<file path="config.mk">
export PLATFORM = sky130hd
export DESIGN_NAME = la_cmd_decoder
export DESIGN_NICKNAME = d
export VERILOG_FILES = /design/src/rtl/la_cmd_pkg.sv /design/src/rtl/la_cmd_parser.sv /design/src/rtl/la_cmd_regs.sv /design/src/rtl/la_cmd_reply.sv /design/src/rtl/la_cmd_decoder.sv
export SDC_FILE = /design/constraint.sdc
export NUM_CORES = 1
export LEC_CHECK = 0
export CORE_MARGIN = 2
export CORE_UTILIZATION = 46
export DETAILED_ROUTE_END_ITERATION = 10
export DONT_BUFFER_PORTS = 1
export PLACE_DENSITY_LB_ADDON = 0.1
export SYNTH_ARGS = -nofsm -noshare
export SYNTH_HDL_FRONTEND = slang
export SYNTH_HIERARCHICAL = 1
export SYNTH_SLANG_ARGS = --single-unit
</file>
<file path="constraint.sdc">
create_clock -name clk -period 5.1 [get_ports clk]
set_clock_uncertainty 0.1 [all_clocks]
set_input_delay 1.02 -clock clk [delete_from_list [all_inputs] [get_ports clk]]
set_output_delay 1.02 -clock clk [all_outputs]
set_load 0.02 [all_outputs]
</file>
<file path="src/rtl/la_cmd_pkg.sv">
package la_cmd_pkg;
  localparam logic [7:0] OP_RESET  = 8'h00;
  localparam logic [7:0] OP_RUN    = 8'h01;
  localparam logic [7:0] OP_ID     = 8'h02;
  localparam logic [7:0] OP_META   = 8'h04;
  localparam logic [7:0] OP_DIV    = 8'h80;
  localparam logic [7:0] OP_RDCNT  = 8'h81;
  localparam logic [7:0] OP_DLYCNT = 8'h82;
  localparam logic [7:0] OP_FLAGS  = 8'h83;
  localparam int ARG_BYTES = 4;
  localparam int ARG_W     = 8 * ARG_BYTES;

  typedef enum logic [1:0] {RP_NONE, RP_ID, RP_META} reply_e;

  typedef struct packed {
    logic             is_long;
    logic [7:0]       op;
    logic [ARG_W-1:0] arg;
  } cmd_t;
endpackage

</file>
<file path="src/rtl/la_cmd_parser.sv">
module la_cmd_parser
  import la_cmd_pkg::*;
(
  input  logic       clk,
  input  logic       rst_n,
  input  logic       byte_stb,
  input  logic [7:0] byte_in,
  output logic       cmd_stb,
  output cmd_t       cmd
);
  localparam int POS_W = $clog2(ARG_BYTES + 1);

  logic [POS_W-1:0] pos;
  logic [7:0]       op_q;
  logic [ARG_W-1:0] arg_q;

  always_ff @(posedge clk or negedge rst_n) begin
    if (!rst_n) begin
      pos     <= '0;
      op_q    <= '0;
      arg_q   <= '0;
      cmd_stb <= 1'b0;
      cmd     <= '0;
    end else begin
      cmd_stb <= 1'b0;
      if (byte_stb) begin
        if (pos == '0) begin
          if (byte_in[7]) begin
            op_q <= byte_in;
            pos  <= POS_W'(1);
          end else begin
            cmd_stb <= 1'b1;
            cmd     <= '{is_long: 1'b0, op: byte_in, arg: '0};
          end
        end else begin
          arg_q <= {byte_in, arg_q[ARG_W-1:8]};
          if (pos == POS_W'(ARG_BYTES)) begin
            cmd_stb <= 1'b1;
            cmd     <= '{is_long: 1'b1, op: op_q, arg: {byte_in, arg_q[ARG_W-1:8]}};
            pos     <= '0;
          end else begin
            pos <= pos + POS_W'(1);
          end
        end
      end
    end
  end
endmodule

</file>
<file path="src/rtl/la_cmd_regs.sv">
module la_cmd_regs
  import la_cmd_pkg::*;
#(
  parameter int NSTAGES = 4
) (
  input  logic                 clk,
  input  logic                 rst_n,
  input  logic                 cmd_stb,
  input  cmd_t                 cmd,
  output logic                 arm_pulse,
  output logic                 soft_rst,
  output logic [23:0]          clk_div,
  output logic [31:0]          read_count,
  output logic [31:0]          delay_count,
  output logic [15:0]          flags,
  output logic [32*NSTAGES-1:0] trig_mask,
  output logic [32*NSTAGES-1:0] trig_value,
  output logic [32*NSTAGES-1:0] trig_cfg,
  output logic [32*NSTAGES-1:0] trig_edge
);
  logic short_hit, long_hit, clr;
  assign short_hit = cmd_stb && !cmd.is_long;
  assign long_hit  = cmd_stb && cmd.is_long;
  assign clr       = short_hit && cmd.op == OP_RESET;

  always_ff @(posedge clk or negedge rst_n) begin
    if (!rst_n) begin
      arm_pulse   <= 1'b0;
      soft_rst    <= 1'b0;
      clk_div     <= '0;
      read_count  <= '0;
      delay_count <= '0;
      flags       <= '0;
    end else begin
      arm_pulse <= short_hit && cmd.op == OP_RUN;
      soft_rst  <= clr;
      if (clr) begin
        clk_div     <= '0;
        read_count  <= '0;
        delay_count <= '0;
        flags       <= '0;
      end else if (long_hit) begin
        case (cmd.op)
          OP_DIV:    clk_div     <= cmd.arg[23:0];
          OP_RDCNT:  read_count  <= cmd.arg;
          OP_DLYCNT: delay_count <= cmd.arg;
          OP_FLAGS:  flags       <= cmd.arg[15:0];
          default: ;
        endcase
      end
    end
  end

  for (genvar g = 0; g < NSTAGES; g++) begin : g_stage
    logic hit;
    assign hit = long_hit && cmd.op[7:6] == 2'b11 && cmd.op[5:2] == 4'(g);
    always_ff @(posedge clk or negedge rst_n) begin
      if (!rst_n) begin
        trig_mask[32*g +: 32]  <= '0;
        trig_value[32*g +: 32] <= '0;
        trig_cfg[32*g +: 32]   <= '0;
        trig_edge[32*g +: 32]  <= '0;
      end else if (clr) begin
        trig_mask[32*g +: 32]  <= '0;
        trig_value[32*g +: 32] <= '0;
        trig_cfg[32*g +: 32]   <= '0;
        trig_edge[32*g +: 32]  <= '0;
      end else if (hit) begin
        case (cmd.op[1:0])
          2'd0: trig_mask[32*g +: 32]  <= cmd.arg;
          2'd1: trig_value[32*g +: 32] <= cmd.arg;
          2'd2: trig_cfg[32*g +: 32]   <= cmd.arg;
          default: trig_edge[32*g +: 32] <= cmd.arg;
        endcase
      end
    end
  end
endmodule

</file>
<file path="src/rtl/la_cmd_reply.sv">
module la_cmd_reply
  import la_cmd_pkg::*;
#(
  parameter logic [31:0] MEM_BYTES = 32'd65536,
  parameter logic [31:0] RATE_HZ   = 32'd200000000
) (
  input  logic       clk,
  input  logic       rst_n,
  input  logic       start_id,
  input  logic       start_meta,
  input  logic       tx_ready,
  output logic       tx_valid,
  output logic [7:0] tx_data
);
  localparam int ID_LEN   = 4;
  localparam int META_LEN = 11;
  localparam int IDX_W    = $clog2(META_LEN);

  reply_e           kind;
  logic [IDX_W-1:0] idx;
  logic [IDX_W-1:0] last;

  function automatic logic [7:0] id_byte(input logic [IDX_W-1:0] i);
    case (i)
      IDX_W'(0): return 8'h31;
      IDX_W'(1): return 8'h53;
      IDX_W'(2): return 8'h4C;
      default:   return 8'h4F;
    endcase
  endfunction

  function automatic logic [7:0] meta_byte(input logic [IDX_W-1:0] i);
    case (i)
      IDX_W'(0): return 8'h20;
      IDX_W'(1): return MEM_BYTES[31:24];
      IDX_W'(2): return MEM_BYTES[23:16];
      IDX_W'(3): return MEM_BYTES[15:8];
      IDX_W'(4): return MEM_BYTES[7:0];
      IDX_W'(5): return 8'h23;
      IDX_W'(6): return RATE_HZ[31:24];
      IDX_W'(7): return RATE_HZ[23:16];
      IDX_W'(8): return RATE_HZ[15:8];
      IDX_W'(9): return RATE_HZ[7:0];
      default:   return 8'h00;
    endcase
  endfunction

  assign tx_valid = kind != RP_NONE;
  assign last     = (kind == RP_ID) ? IDX_W'(ID_LEN - 1) : IDX_W'(META_LEN - 1);

  always_comb begin
    tx_data = 8'h00;
    if (kind == RP_ID)        tx_data = id_byte(idx);
    else if (kind == RP_META) tx_data = meta_byte(idx);
  end

  always_ff @(posedge clk or negedge rst_n) begin
    if (!rst_n) begin
      kind <= RP_NONE;
      idx  <= '0;
    end else if (kind == RP_NONE) begin
      idx <= '0;
      if (start_id)        kind <= RP_ID;
      else if (start_meta) kind <= RP_META;
    end else if (tx_ready) begin
      if (idx == last) begin
        kind <= RP_NONE;
        idx  <= '0;
      end else begin
        idx <= idx + IDX_W'(1);
      end
    end
  end
endmodule

</file>
<file path="src/rtl/la_cmd_decoder.sv">
module la_cmd_decoder
  import la_cmd_pkg::*;
#(
  parameter int          NSTAGES   = 4,
  parameter logic [31:0] MEM_BYTES = 32'd65536,
  parameter logic [31:0] RATE_HZ   = 32'd200000000
) (
  input  logic                  clk,
  input  logic                  rst_n,
  input  logic                  rx_valid,
  output logic                  rx_ready,
  input  logic [7:0]            rx_data,
  output logic                  tx_valid,
  input  logic                  tx_ready,
  output logic [7:0]            tx_data,
  output logic                  arm_pulse,
  output logic                  soft_rst,
  output logic [23:0]           clk_div,
  output logic [31:0]           read_count,
  output logic [31:0]           delay_count,
  output logic [15:0]           flags,
  output logic [32*NSTAGES-1:0] trig_mask,
  output logic [32*NSTAGES-1:0] trig_value,
  output logic [32*NSTAGES-1:0] trig_cfg,
  output logic [32*NSTAGES-1:0] trig_edge
);
  logic cmd_stb;
  cmd_t cmd;
  logic byte_stb, start_id, start_meta;

  assign rx_ready   = !tx_valid && !cmd_stb;
  assign byte_stb   = rx_valid && rx_ready;
  assign start_id   = cmd_stb && !cmd.is_long && cmd.op == OP_ID;
  assign start_meta = cmd_stb && !cmd.is_long && cmd.op == OP_META;

  la_cmd_parser u_parser (
    .clk(clk), .rst_n(rst_n), .byte_stb(byte_stb), .byte_in(rx_data),
    .cmd_stb(cmd_stb), .cmd(cmd)
  );

  la_cmd_regs #(.NSTAGES(NSTAGES)) u_regs (
    .clk(clk), .rst_n(rst_n), .cmd_stb(cmd_stb), .cmd(cmd),
    .arm_pulse(arm_pulse), .soft_rst(soft_rst), .clk_div(clk_div),
    .read_count(read_count), .delay_count(delay_count), .flags(flags),
    .trig_mask(trig_mask), .trig_value(trig_value),
    .trig_cfg(trig_cfg), .trig_edge(trig_edge)
  );

  la_cmd_reply #(.MEM_BYTES(MEM_BYTES), .RATE_HZ(RATE_HZ)) u_reply (
    .clk(clk), .rst_n(rst_n), .start_id(start_id), .start_meta(start_meta),
    .tx_ready(tx_ready), .tx_valid(tx_valid), .tx_data(tx_data)
  );
endmodule

</file>
==> reports/results.tsv <==
metric	value	unit
outcome	finished, violations left	
violations	max-slew violations	
detail_route.vias_per_cell	5.84	
final_layout_size_suffix_gt1_share	24.8	%
async_reset_ff_share	100	%
postRouteAntennaNets	0	
maxCapViolCount	0	
finalCritPeriodShare	72.7	%
seq_power_share	53.8	%
setup_slack	1.39	ns
hp-class	input port to asynchronous set/reset pin	
ys_types	62	
antenna_found_initial	2	
vias	17200	
yosysWarningCount	6	
syn-num-nets	2177	
grt_usage	27.9	%
period_minus_slack	3.71	ns
setup_viol	0	
clock_sinks	701	
start_util	46.3	%
area_delta_synth_final	11.0	%
yosysTopAreaCellShare	63.1	%
drcViolationCount	0	
synth_area	0.0278	mm2
dr.pass1.iters	5	
p_per_area	573	mW/mm2
coreArea	0.0600	mm2
grt_pass1_vias	17100	
crit_fanout	98	
ir_worst_vdd	0.334	mV
netlist_instances	2157	
synth-edff-count	0	
layout_common_cells	dfrtp_1 (701), mux2_2 (344), nand2_1 (344), o21ai_0 (111), a21oi_1 (109)	
post_cts_resized	0	
final_cells	2941	
setup.worst_path.end_class	register	
port-buffer-count	0	
drt_wl_total	88200	um
avgRoutedWirePerCell	30.0	um
cp.required	5.48	ns
slew_headroom	-82.9	%
finalSetupTns	0	ns
clkPwrFrac	31.1	%
root_buffer	clkbuf_16	
drv_slew	411	
pwr-share-comb	15.1	%
leakagePower	14.8	nW
clk_pin_slew	0.06	ns
critPathLaunchType	register	
dpl.cell_count	2809	
intPower	11.2	mW
final_common_cell	dfrtp_1	
cts_made_buffers	75	
rsz0062_at_grt	no	
hpwl	58500	um
swShare	36.7	%
reg2reg_depth	6	
io_pins	640	
grt-ovfl-total	0	
grt_max_degree	691	
n_antenna_cell	0	
synth_area_leaders	dfrtp_1 (63%), mux2_2 (14%), nand2_1 (4.6%)	
p_switching	6.50	mW
drt_iter0_drc	1463	
avgSynthCellArea	12.9	um2
finalHoldViolations	0	
fp-row-count	90	
max_freq	270	MHz
die_h	250	um
cts_tree	done	
ys.flop_type	dfrtp_1	
crit_type	register to register	
worst_slew_pin_slew	2.74	ns
cts_max_path_buffers	3	
ys_seq_area_share	63.1	%
insertion_delay	0.60	ns
synth_seq_cells	701	
cts_max_level	3	
yosysTopAreaCell	dfrtp_1	
pre_cts_ws	1.43	ns
grt_pass1_wl	127000	um
rrSetupSlack	1.39	ns
worstPathArrival	4.09	ns
fin_nets	2125	
die-area	0.0624	mm2
gp_congestion	0.841	
die_x	250	um
timing repair:
item,in CTS,in global routing
hold buffers,1,0
setup buffers,0,0
endpoints found under the hold margin,12,0
stage by stage:
step           hold slack [ns]  utilization, %  total power, mW  area [um2]
2_1_floorplan            0.336               -             10.9       27800
3_5_place_dp             0.365            47.3             12.3       28400
6_report                0.0442            51.4             17.7       30900
4_1_cts                0.00165            51.4             17.9       30900
3_3_place_gp             0.358            47.3             12.2       28400
5_1_grt                 0.0149            51.4             18.5       30900
final timing paths:
path	start	end
max	u_parser/cmd[34]$_DFFE_PN0P_	u_regs/trig_mask[102]$_DFFE_PN0P_
min	rst_n	u_regs/trig_mask[49]$_DFFE_PN0P_
max reg2reg	u_parser/cmd[34]$_DFFE_PN0P_	u_regs/trig_mask[102]$_DFFE_PN0P_
min reg2reg	u_parser/op_q[7]$_DFFE_PN0P_	u_parser/op_q[7]$_DFFE_PN0P_
max in group asynchronous	rst_n	u_regs/read_count[21]$_DFFE_PN0P_
min in group clk	u_parser/op_q[7]$_DFFE_PN0P_	u_parser/op_q[7]$_DFFE_PN0P_
synth_stat cells (28+ instances only):
cell type  instances
a22o_1            65
mux2_1            44
o21ai_0          112
clkbuf_1          97
buf_2             28
and2_1            66
a21oi_1          111
dfrtp_1          701
mux2_2           344
mux2i_1           38
nand2_1          344
o2bb2ai_1         32
critical path: stages (launching register included):
cell and delay, ns:
dfrtp_1 0.62, nor4_1 0.86, nand3_4 0.14, inv_4 0.23, buf_4 0.82, nor2_4 0.40
a22o_1 0.30
per-layer routing:
metal | wire length [um] | GRT usage (%) | vias up
met5 | 0 | 0 | -
met4 | 2710 | 9.57 | 0
met3 | 9230 | 10.5 | 134
met2 | 42600 | 45.2 | 722
met1 | 33600 | 34.5 | 8952
li1 | - | - | 7358
final cells by class:
cell class | instances | area (um2)
multi-input combinational | 1279 | 9540
fill | 5099 | 29200
clock inverter | 22 | 249
inverter | 14 | 55.1
clock buffer | 109 | 2250
timing repair buffer | 34 | 258
tap | 782 | 978
sequential | 701 | 17500
cells by family (layout without fill, tap and decap cells):
group	count (synthesis)	count (layout)	share of synthesized area [%]
mux	429	429	17.2
flops	701	701	63.1
simple gates	493	493	8.14
compound gates	349	349	8.12
buf+inv	177	179	3.03
fa+ha+maj	8	8	0.360
sequential cells by signal (all words and copies together) (netlist names):
signal,cells
u_regs/trig_mask,128
u_regs/trig_edge,128
u_regs/delay_count,32
u_parser/cmd_stb,1
u_reply/idx,4
u_parser/pos,3
u_regs/read_count,32
u_regs/soft_rst,1
u_regs/trig_cfg,128
u_parser/op_q,8
u_regs/flags,16
u_regs/arm_pulse,1
u_regs/trig_value,128
u_parser/arg_q,24
u_parser/cmd,41
u_regs/clk_div,24
u_reply/kind,2
power groups by stage:
stage | Sequential [mW] | Combinational, mW | Clock (mW)
4_1_cts | 9.55 | 2.70 | 5.61
5_1_grt | 9.68 | 2.94 | 5.84
2_1_floorplan | 8.73 | 2.14 | 0
3_3_place_gp | 9.63 | 2.59 | 0
3_5_place_dp | 9.62 | 2.69 | 0
6_report | 9.52 | 2.68 | 5.50
Power figures use the tool's default switching activity.
